## config.mk

```make
export PLATFORM = sky130hd
export DESIGN_NAME = rstc_top
export DESIGN_NICKNAME = d
export VERILOG_FILES = /design/src/rtl/rstc_pkg.sv /design/src/rtl/rstc_pin_filter.sv /design/src/rtl/rstc_stretch.sv /design/src/rtl/rstc_cause_log.sv /design/src/rtl/rstc_top.sv
export SDC_FILE = /design/constraint.sdc
export NUM_CORES = 1
export LEC_CHECK = 0
export CAP_MARGIN = 20
export CELL_PAD_IN_SITES_DETAIL_PLACEMENT = 0
export CELL_PAD_IN_SITES_GLOBAL_PLACEMENT = 2
export CORE_ASPECT_RATIO = 1.75
export CORE_MARGIN = 2
export CORE_UTILIZATION = 28
export DETAILED_ROUTE_END_ITERATION = 6
export PLACE_DENSITY = 0.82
export SETUP_SLACK_MARGIN = 0.1
export SYNTH_ARGS = -nofsm -noshare
export SYNTH_HDL_FRONTEND = slang
export SYNTH_HIERARCHICAL = 1
export SYNTH_SLANG_ARGS = --single-unit
```

## constraint.sdc

```tcl
create_clock -name clk -period 2.2 [get_ports clk]
set_input_delay 0.22 -clock clk [delete_from_list [all_inputs] [get_ports clk]]
set_output_delay 0.22 -clock clk [all_outputs]
set_load 0.02 [all_outputs]
```

## src/rtl/rstc_pkg.sv

```systemverilog
package rstc_pkg;

    localparam int CAUSE_N = 6;

    typedef enum logic [1:0] {
        MODE_RUN   = 2'b00,
        MODE_STOP  = 2'b01,
        MODE_SLEEP = 2'b10,
        MODE_RSVD  = 2'b11
    } pwr_mode_e;

    // Declared MSB first so that bit 0 is power-on and bit 5 is watchdog.
    typedef struct packed {
        logic wdog;
        logic ext;
        logic wake;
        logic lv_io;
        logic lv_core;
        logic pwr_on;
    } cause_t;

    function automatic logic any_cause(input cause_t c);
        return |c;
    endfunction

    function automatic logic [CAUSE_N-1:0] por_only();
        logic [CAUSE_N-1:0] v;
        v = '0;
        v[0] = 1'b1;
        return v;
    endfunction

    function automatic logic is_sleep(input logic [1:0] m);
        return pwr_mode_e'(m) == MODE_SLEEP;
    endfunction

endpackage

```

## src/rtl/rstc_pin_filter.sv

```systemverilog
module rstc_pin_filter #(
    parameter int FILTER_CYC = 4
) (
    input  logic clk,
    input  logic rst,
    input  logic pin_lvl,
    input  logic self_drive,
    output logic ext_hit
);
    localparam int CW = $clog2(FILTER_CYC + 1);
    localparam logic [CW-1:0] FILT_MAX = CW'(FILTER_CYC);

    logic [CW-1:0] low_cnt;
    logic [CW-1:0] mask_cnt;
    logic          masked;

    assign masked  = self_drive || (mask_cnt != '0);
    assign ext_hit = !pin_lvl && !masked && (low_cnt == FILT_MAX);

    always_ff @(posedge clk) begin
        if (rst) begin
            low_cnt  <= '0;
            mask_cnt <= '0;
        end else begin
            if (self_drive)
                mask_cnt <= FILT_MAX;
            else if (mask_cnt != '0)
                mask_cnt <= mask_cnt - 1'b1;

            if (pin_lvl || masked)
                low_cnt <= '0;
            else if (low_cnt != FILT_MAX)
                low_cnt <= low_cnt + 1'b1;
        end
    end

    // A hit needs the pin seen low and unmasked on the previous edge too.
    p_low_run_r8: assert property (@(posedge clk) disable iff (rst)
        ext_hit |-> $past(!pin_lvl && !masked));

endmodule

```

## src/rtl/rstc_stretch.sv

```systemverilog
module rstc_stretch #(
    parameter int STRETCH_CYC = 16
) (
    input  logic clk,
    input  logic rst,
    input  logic req,
    output logic drive
);
    localparam int SW = $clog2(STRETCH_CYC + 1);
    localparam logic [SW-1:0] HOLD_MAX = SW'(STRETCH_CYC);

    logic [SW-1:0] hold_cnt;
    logic          drive_q;

    always_ff @(posedge clk) begin
        if (rst) begin
            hold_cnt <= '0;
            drive_q  <= 1'b0;
        end else begin
            drive_q <= req || (hold_cnt != '0);
            if (req)
                hold_cnt <= HOLD_MAX;
            else if (hold_cnt != '0)
                hold_cnt <= hold_cnt - 1'b1;
        end
    end

    assign drive = drive_q;

    p_assert_on_req_r5: assert property (@(posedge clk) disable iff (rst)
        req |=> drive_q);

    p_release_quiet_r6: assert property (@(posedge clk) disable iff (rst)
        $fell(drive_q) |-> !$past(req));

endmodule

```

## src/rtl/rstc_cause_log.sv

```systemverilog
module rstc_cause_log
    import rstc_pkg::*;
#(
    parameter int ADDR_W = 6,
    parameter int DATA_W = 8,
    parameter logic [ADDR_W-1:0] STATUS_ADDR = 'h15
) (
    input  logic              clk,
    input  logic              rst,
    input  cause_t            hit,
    input  logic              bus_en,
    input  logic              bus_we,
    input  logic [ADDR_W-1:0] bus_addr,
    output logic [DATA_W-1:0] rd_data
);
    localparam int PAD_W = DATA_W - CAUSE_N;

    logic [CAUSE_N-1:0] hit_v;
    logic [CAUSE_N-1:0] flag_q;
    logic [DATA_W-1:0]  rd_q;
    logic               rd_sel;

    assign hit_v  = hit;
    assign rd_sel = bus_en && !bus_we && (bus_addr == STATUS_ADDR);

    always_ff @(posedge clk) begin
        if (rst)
            flag_q <= '0;
        else if (hit.pwr_on)
            flag_q <= por_only();
        else
            flag_q <= flag_q | hit_v;
    end

    always_ff @(posedge clk) begin
        if (rst)
            rd_q <= '0;
        else if (rd_sel)
            rd_q <= {{PAD_W{1'b0}}, flag_q};
        else
            rd_q <= '0;
    end

    assign rd_data = rd_q;

    p_por_only_r3: assert property (@(posedge clk) disable iff (rst)
        hit.pwr_on |=> (flag_q == por_only()));

    p_sticky_r4: assert property (@(posedge clk) disable iff (rst)
        !hit.pwr_on |=> ((flag_q & $past(flag_q)) == $past(flag_q)));

    p_rd_idle_r11: assert property (@(posedge clk) disable iff (rst)
        !rd_sel |=> (rd_q == '0));

endmodule

```

## src/rtl/rstc_top.sv

```systemverilog
module rstc_top
    import rstc_pkg::*;
#(
    parameter int STRETCH_CYC = 16,
    parameter int FILTER_CYC  = 4,
    parameter int ADDR_W      = 6,
    parameter int DATA_W      = 8,
    parameter logic [ADDR_W-1:0] STATUS_ADDR = 'h15
) (
    input  logic              clk,
    input  logic              rst,
    input  logic              por_flag_i,
    input  logic              lv_core_i,
    input  logic              lv_io_i,
    input  logic              wake_evt_i,
    input  logic              wdog_fault_i,
    input  logic [1:0]        mode_i,
    input  logic              pin_lvl_i,
    output logic              pin_pull_o,
    output logic              sys_rst_o,
    input  logic              bus_en_i,
    input  logic              bus_we_i,
    input  logic [ADDR_W-1:0] bus_addr_i,
    output logic [DATA_W-1:0] bus_rdata_o
);
    cause_t hit;
    logic   ext_hit;
    logic   req_any;
    logic   pull;

    always_comb begin
        hit         = '0;
        hit.pwr_on  = por_flag_i;
        hit.lv_core = lv_core_i;
        hit.lv_io   = lv_io_i;
        hit.wake    = wake_evt_i && is_sleep(mode_i);
        hit.ext     = ext_hit;
        hit.wdog    = wdog_fault_i;
    end

    assign req_any = any_cause(hit);

    rstc_pin_filter #(.FILTER_CYC(FILTER_CYC)) u_filter (
        .clk        (clk),
        .rst        (rst),
        .pin_lvl    (pin_lvl_i),
        .self_drive (pull),
        .ext_hit    (ext_hit)
    );

    rstc_stretch #(.STRETCH_CYC(STRETCH_CYC)) u_stretch (
        .clk   (clk),
        .rst   (rst),
        .req   (req_any),
        .drive (pull)
    );

    rstc_cause_log #(
        .ADDR_W      (ADDR_W),
        .DATA_W      (DATA_W),
        .STATUS_ADDR (STATUS_ADDR)
    ) u_log (
        .clk      (clk),
        .rst      (rst),
        .hit      (hit),
        .bus_en   (bus_en_i),
        .bus_we   (bus_we_i),
        .bus_addr (bus_addr_i),
        .rd_data  (bus_rdata_o)
    );

    assign pin_pull_o = pull;
    assign sys_rst_o  = pull;

    p_no_self_ext_r10: assert property (@(posedge clk) disable iff (rst)
        pull |-> !ext_hit);

    p_pad_zero_r2: assert property (@(posedge clk) disable iff (rst)
        bus_rdata_o[DATA_W-1:CAUSE_N] == '0);

endmodule

```

# ---- Yosys cells after proc, flatten, opt, wreduce, memory -nomap -nowiden
# Index checks and enable logic that the tools add are counted.
dict set report op_classes {
  addsub 3
  eq_ne 4
  mux 5
  bitwise 2
  reduce_logical 21
}
# operator n
set op_table {}
lappend op_table {{2-to-1 mux 5 bit} 2}
lappend op_table {{OR reduction 2 bit} 4}
lappend op_table {{OR reduction 7 bit} 1}
lappend op_table {{== test 6 x 5 -> 1 bit (second input constant)} 1}
lappend op_table {{2-to-1 mux 3 bit} 2}
lappend op_table {{bitwise OR 6 bit} 1}
lappend op_table {{OR reduction 6 bit} 1}
lappend op_table {{logical AND 1 bit} 5}
lappend op_table {{nonzero test 5 bit} 1}
lappend op_table {{subtractor 5 x 1 -> 5 bit (second input constant)} 1}
lappend op_table {{nonzero test 2 bit} 2}
lappend op_table {{adder 3 x 1 -> 3 bit (second input constant)} 1}
lappend op_table {{== test 3 bit (second input constant)} 1}
lappend op_table {{zero test 1 bit} 3}
lappend op_table {{logical OR 1 bit} 3}
lappend op_table {{!= test 3 bit (second input constant)} 1}
lappend op_table {{nonzero test 3 bit} 1}
lappend op_table {{subtractor 3 x 1 -> 3 bit (second input constant)} 1}
lappend op_table {{== test 2 bit (second input constant)} 1}
lappend op_table {{2-to-1 mux 1 bit} 1}
lappend op_table {{NOT 1 bit} 1}
dict set report totals {
  regBits 26
  in_bits 18
  output_inout_bits 10
  word_cells 45
}

# ---- Longest topological paths before layout
dict set report depth {
  depth_word 7
  ltp_mapped 10
  mapped_depth_nobuf 10
}

# ---- Modules after synthesis
# Netlist, hierarchy kept.
# mod n_inst cells_per_inst area_each_um2 seq_area_each_um2
set modules_own_cells {}
lappend modules_own_cells {rstc_cause_log 1 38 402.9 240.2}
lappend modules_own_cells {rstc_pin_filter 1 36 341.6 120.1}
lappend modules_own_cells {rstc_stretch 1 27 250.2 120.1}
lappend modules_own_cells {rstc_top 1 6 38.8 0.0}

# ---- Worst setup path after synthesis
# Ideal clock, no wire load.
dict set report synth_path {
  path_type {register to register}
  from {register u_filter.mask_cnt[0]}
  to {register u_stretch.hold_cnt[1]}
  setup_ns 0.103
  arrival_ns 1.443
  t_required_ns 2.097
  setup_slack_ns 0.654
  path_stages_with_launch 9
  path_buffers 0
  synth_period_minus_slack_ns 1.546
  cell_sequence {dfxtp_1 inv_1 ha_1 ha_1 nand4b_1 nor2_1 inv_1 o211ai_1 a2111oi_2}
}
dict set report synth_via {
  elab_chain_cells 6
}
# item line
set synth_rtl {}
lappend synth_rtl {{start, declared} rstc_pin_filter.sv:14} ;# logic [CW-1:0] mask_cnt;
lappend synth_rtl {{start signal, assigned} rstc_pin_filter.sv:28} ;# mask_cnt <= mask_cnt - 1'b1;
lappend synth_rtl {{nonzero test 3 bit} rstc_pin_filter.sv:17} ;# assign masked = self_drive || (mask_cnt != '0);
lappend synth_rtl {{logical OR 1 bit} rstc_pin_filter.sv:17}
lappend synth_rtl {{zero test 1 bit} rstc_pin_filter.sv:18} ;# assign ext_hit = !pin_lvl && !masked && (low_cnt == FILT_MAX);
lappend synth_rtl {{logical AND 1 bit (2 in a row)} rstc_pin_filter.sv:18}
lappend synth_rtl {{net ext_hit} rstc_top.sv:27} ;# logic ext_hit;
lappend synth_rtl {{OR reduction 7 bit (no source line)} -}
lappend synth_rtl {{end signal, assigned} rstc_stretch.sv:24} ;# hold_cnt <= hold_cnt - 1'b1;
lappend synth_rtl {{end, declared} rstc_stretch.sv:12} ;# logic [SW-1:0] hold_cnt;
# The timed path passes the listed nets, and every way through them passes these cells.
# A chain may end at the register's enable or synchronous reset.

# ---- Worst setup path after layout
# Ends and elaborated chain as after synthesis.

==> results.txt <==
----------------------------------------------------
[Floorplan]
  Floorplan die height ... 84.4 um
  Horizontal die dimension ... 49.9 um
  Total number of placement rows ... 29
  Initial standard-cell utilization of the core ... 0.288
  Die outline area ... roughly 4200 um2
  Number of top-level design ports ... 28
  Core area ... 3590 um2

[Timing]
  Number of endpoints with negative hold slack in the final report ... 0
  Minimum clock period ... 1730 ps
  Worst clock skew on the final layout ... 4.00 ps
  Final slew viol count ... 0
  Min Hold Slack ... 452 ps
  Fraction of the cycle the final worst path needs ... 0.788
  Final number of setup-violating endpoints ... 0
  TNS Setup ... 0 ps
  Setup repair after global routing missed its margin ... false
  Max frequency ... 577 MHz
  PnR worst setup slack ... 467 ps

[Yosys]
  Area fraction in and, or, nand and nor cells after synthesis ... 0.245
  Sequential element share of the synthesized area ... 0.465
  Total standard cell area after synthesis ... 1030 um2
  Multiplexer area fraction after synthesis ... 0.00969
  Synth Area per Inst ... 9.66 um2
  Seq cells post-synth ... 24
  Main combinational cell family by area after synthesis ... simple AND/OR/NAND/NOR gates
  Number of cells produced by synthesis ... 107
  Number of warning messages in the yosys log ... 6
  Synth Area in Compound Gates ... 0.103
  XOR/XNOR Fraction of Synth Area ... 0.0339
  Unique cell type count in the Yosys netlist ... 33
  Synthesized-area fraction occupied by adder cells ... 0.0726

[Cells and area]
  Leading cell types in the layout, fill and taps excluded ... sky130_fd_sc_hd__clkdlybuf4s50_1 (25), sky130_fd_sc_hd__dfxtp_1 (24), sky130_fd_sc_hd__nor2_1 (13)
  Final design area excluding fillers ... 1390 um2
  Number of nets in the layout ... 158
  Antenna Diode Count ... 0
  Share of final-layout standard cells stronger than drive strength 1 ... 0.0902
  Area growth syn-to-layout ... 34.6%
  Final standard cell utilization of the core ... 0.387
  Non-filler cells in the finished layout ... around 180
  Most common cell after layout, fill and taps aside ... sky130_fd_sc_hd__clkdlybuf4s50_1

[Placed design]
  Worst slack at placement ... 438 ps
  Sum of net half-perimeters after detailed placement ... about 1.7 mm
  Placed Cells ... ~180
  Post-placement cell area ... about 1300 um2
  Port buffer count ... 25
  Weighted congestion reported at the end of routability-driven placement ... 0.701

[Worst setup path]
  Startpoint class of the critical path ... register
  Worst path bufs/invs ... 2
  Reg2reg start ... u_filter/mask_cnt[0]
  Number of cells on the worst reg-to-reg path ... 8
  Worst setup path startpoint ... u_filter/mask_cnt[0]
  CP peak stage delay ... 350 ps
  Slowest stage cell, crit path ... sky130_fd_sc_hd__dfxtp_1
  Capturing instance or port of the critical path ... u_stretch/hold_cnt[1]
  Largest delay contributor family on the critical path ... compound AO/OA/AOI/OAI gates
  Worst R2R Setup Slack ... roughly 470 ps
  Worst reg2reg path endpoint ... u_stretch/hold_cnt[1]
  Classification of the worst setup path ... register to register
  Peak fanout along the critical path ... 6
  Crit path required time ... 2360 ps
  Worst-path cell chain ... inv_1 -> ha_1 -> ha_1 -> nand4b_1 -> nor2_1 -> inv_1 -> o211ai_1 -> a2111oi_2
  Number of logic stages on the critical path including buffering ... 8
  Kind of capture point of the worst setup path ... register
  Critical Path AT ... 1890 ps

[Clock tree]
  Post-CTS Setup Bufs ... 0
  Clock tree from TritonCTS ... built
  Worst-case clock buffer depth ... 2
  Clk sink count ... 24
  Root buffer selected by CTS ... sky130_fd_sc_hd__clkbuf_8
  Maximum level of the CTS H-tree ... 1
  Insertion delay to the later sink of the worst-skew pair ... 260 ps
  TritonCTS Buffers ... 3
  Post-CTS resize count ... 0
  Clock transition at the registers of the reported paths ... about 80 ps
  Quantity of hold-fixing buffers added after cts ... 0

[Global routing]
  Global routing usage summed across all routing layers ... 0.106
  Maximum number of pins on one net before global-route repair ... 15
  Global-route congestion overflow total ... 0
  Initial antenna violation count ... 0
  Number of global-route vias before repair ... 806
  First-pass GRT wire length ... 3.44 mm

[Power]
  Leakage Power ... approximately 0.53 nW
  Worst VDD drop ... 0.000270 V
  Overall power after layout ... 0.949 mW
  Power per standard cell area ... roughly 680 nW/um2

[Routing]
  DRC ... 0
  Post-route antenna net violation count ... 0
  Starting DRT DRC Count ... 7
  First-pass detailed-route iteration total ... 5
  Average wire per standard cell ... 11.3 um
  Via count of the routed design ... 793
  Aggregate routed wire length ... 2.03 mm
  Ratio of routed vias to standard cells ... about 4.4

[Job]
  Max-cap viol count ... 0

[Status]
  Run status ... complete, no violations

[Worst hold path]
  Class of the tightest hold or removal check ... register to register
  Source of the worst hold timing path ... u_log/flag_q[0]

----------------------------------------------------
[flip-flops by register name, indices dropped and copies added (netlist names)]
register / flops
u_stretch/drive: 1
u_filter/mask_cnt: 3
u_filter/low_cnt: 3
u_log/rd_data: 6
u_stretch/hold_cnt: 5
u_log/flag_q: 6
[power by group]
| part | leakage (nW) | internal (mW) | switching, mW | total (mW) |
|---|---|---|---|---|
| clock network | 0.0357 | 0.243 | 0.137 | 0.380 |
| logic | 0.300 | 0.0622 | 0.0498 | 0.112 |
| registers | 0.196 | 0.448 | 0.00939 | 0.457 |
| total | 0.531 | 0.753 | 0.196 | 0.949 |
[cell usage after synthesis (all sizes together)]
master / n / share of area
xor2: 1 / 0.0085
clkbuf: 1 / 0.0048
xnor2: 3 / 0.025
nor2: 13 / 0.047
o21a: 5 / 0.036
and2b: 1 / 0.0085
nand2: 4 / 0.015
a2111oi: 2 / 0.023
nand3: 2 / 0.0097
or4b: 2 / 0.023
a21oi: 4 / 0.019
a21bo: 1 / 0.0097
or3b: 2 / 0.017
o211ai: 1 / 0.0073
buf: 4 / 0.027
nand4b: 1 / 0.0085
mux2i: 1 / 0.0097
conb: 1 / 0.0036
nand3b: 4 / 0.029
nand4bb: 1 / 0.011
nor3: 8 / 0.044
a21o: 1 / 0.0073
ha: 6 / 0.073
and3b: 1 / 0.0085
inv: 10 / 0.036
dfxtp: 24 / 0.46
nor4: 3 / 0.024
[tightest hold or removal path: stages (launching register included)]
cell and delay (ps):
sky130_fd_sc_hd__dfxtp_1 320, sky130_fd_sc_hd__nand2_1 60, sky130_fd_sc_hd__nor4_1 40
[routing by layer]
layer | wire, um | GRT usage | up-vias | share of wire
met3 | 77 | 0.0249 | 2 | 0.038
met1 | 785 | 0.107 | 364 | 0.39
li1 | - | - | 409 | -
met5 | 0 | 0 | - | 0
met2 | 1140 | 0.193 | 18 | 0.56
met4 | 25 | 0.0556 | 0 | 0.012
[worst min-delay path by stage]
stage / to / cells past startpoint
5_1_grt: u_log/rd_data[4] / 2
3_5_place_dp: u_log/rd_data[0] / 2
6_report: u_log/rd_data[0] / 2
2_1_floorplan: u_stretch/hold_cnt[1] / 1
4_1_cts: u_log/rd_data[0] / 2
3_3_place_gp: u_log/rd_data[0] / 2
[cell type report]
type	count	area (um2)
repair buffers	26	258
flip-flops and latches	24	480
well taps	46	57.6
multi-input cells	69	487
clock buffers	3	41.3
clock inverters	1	30.0
inverters	10	37.5
fillers	353	2200
[kinds of logic after synthesis]
logic type / Yosys count
buf+inv: 15
compound gates: 14
flops: 24
fa+ha+maj: 6
other cells: 1
mux: 1
xor+xnor: 4
simple gates: 42
(Power assumes the default switching activity.)
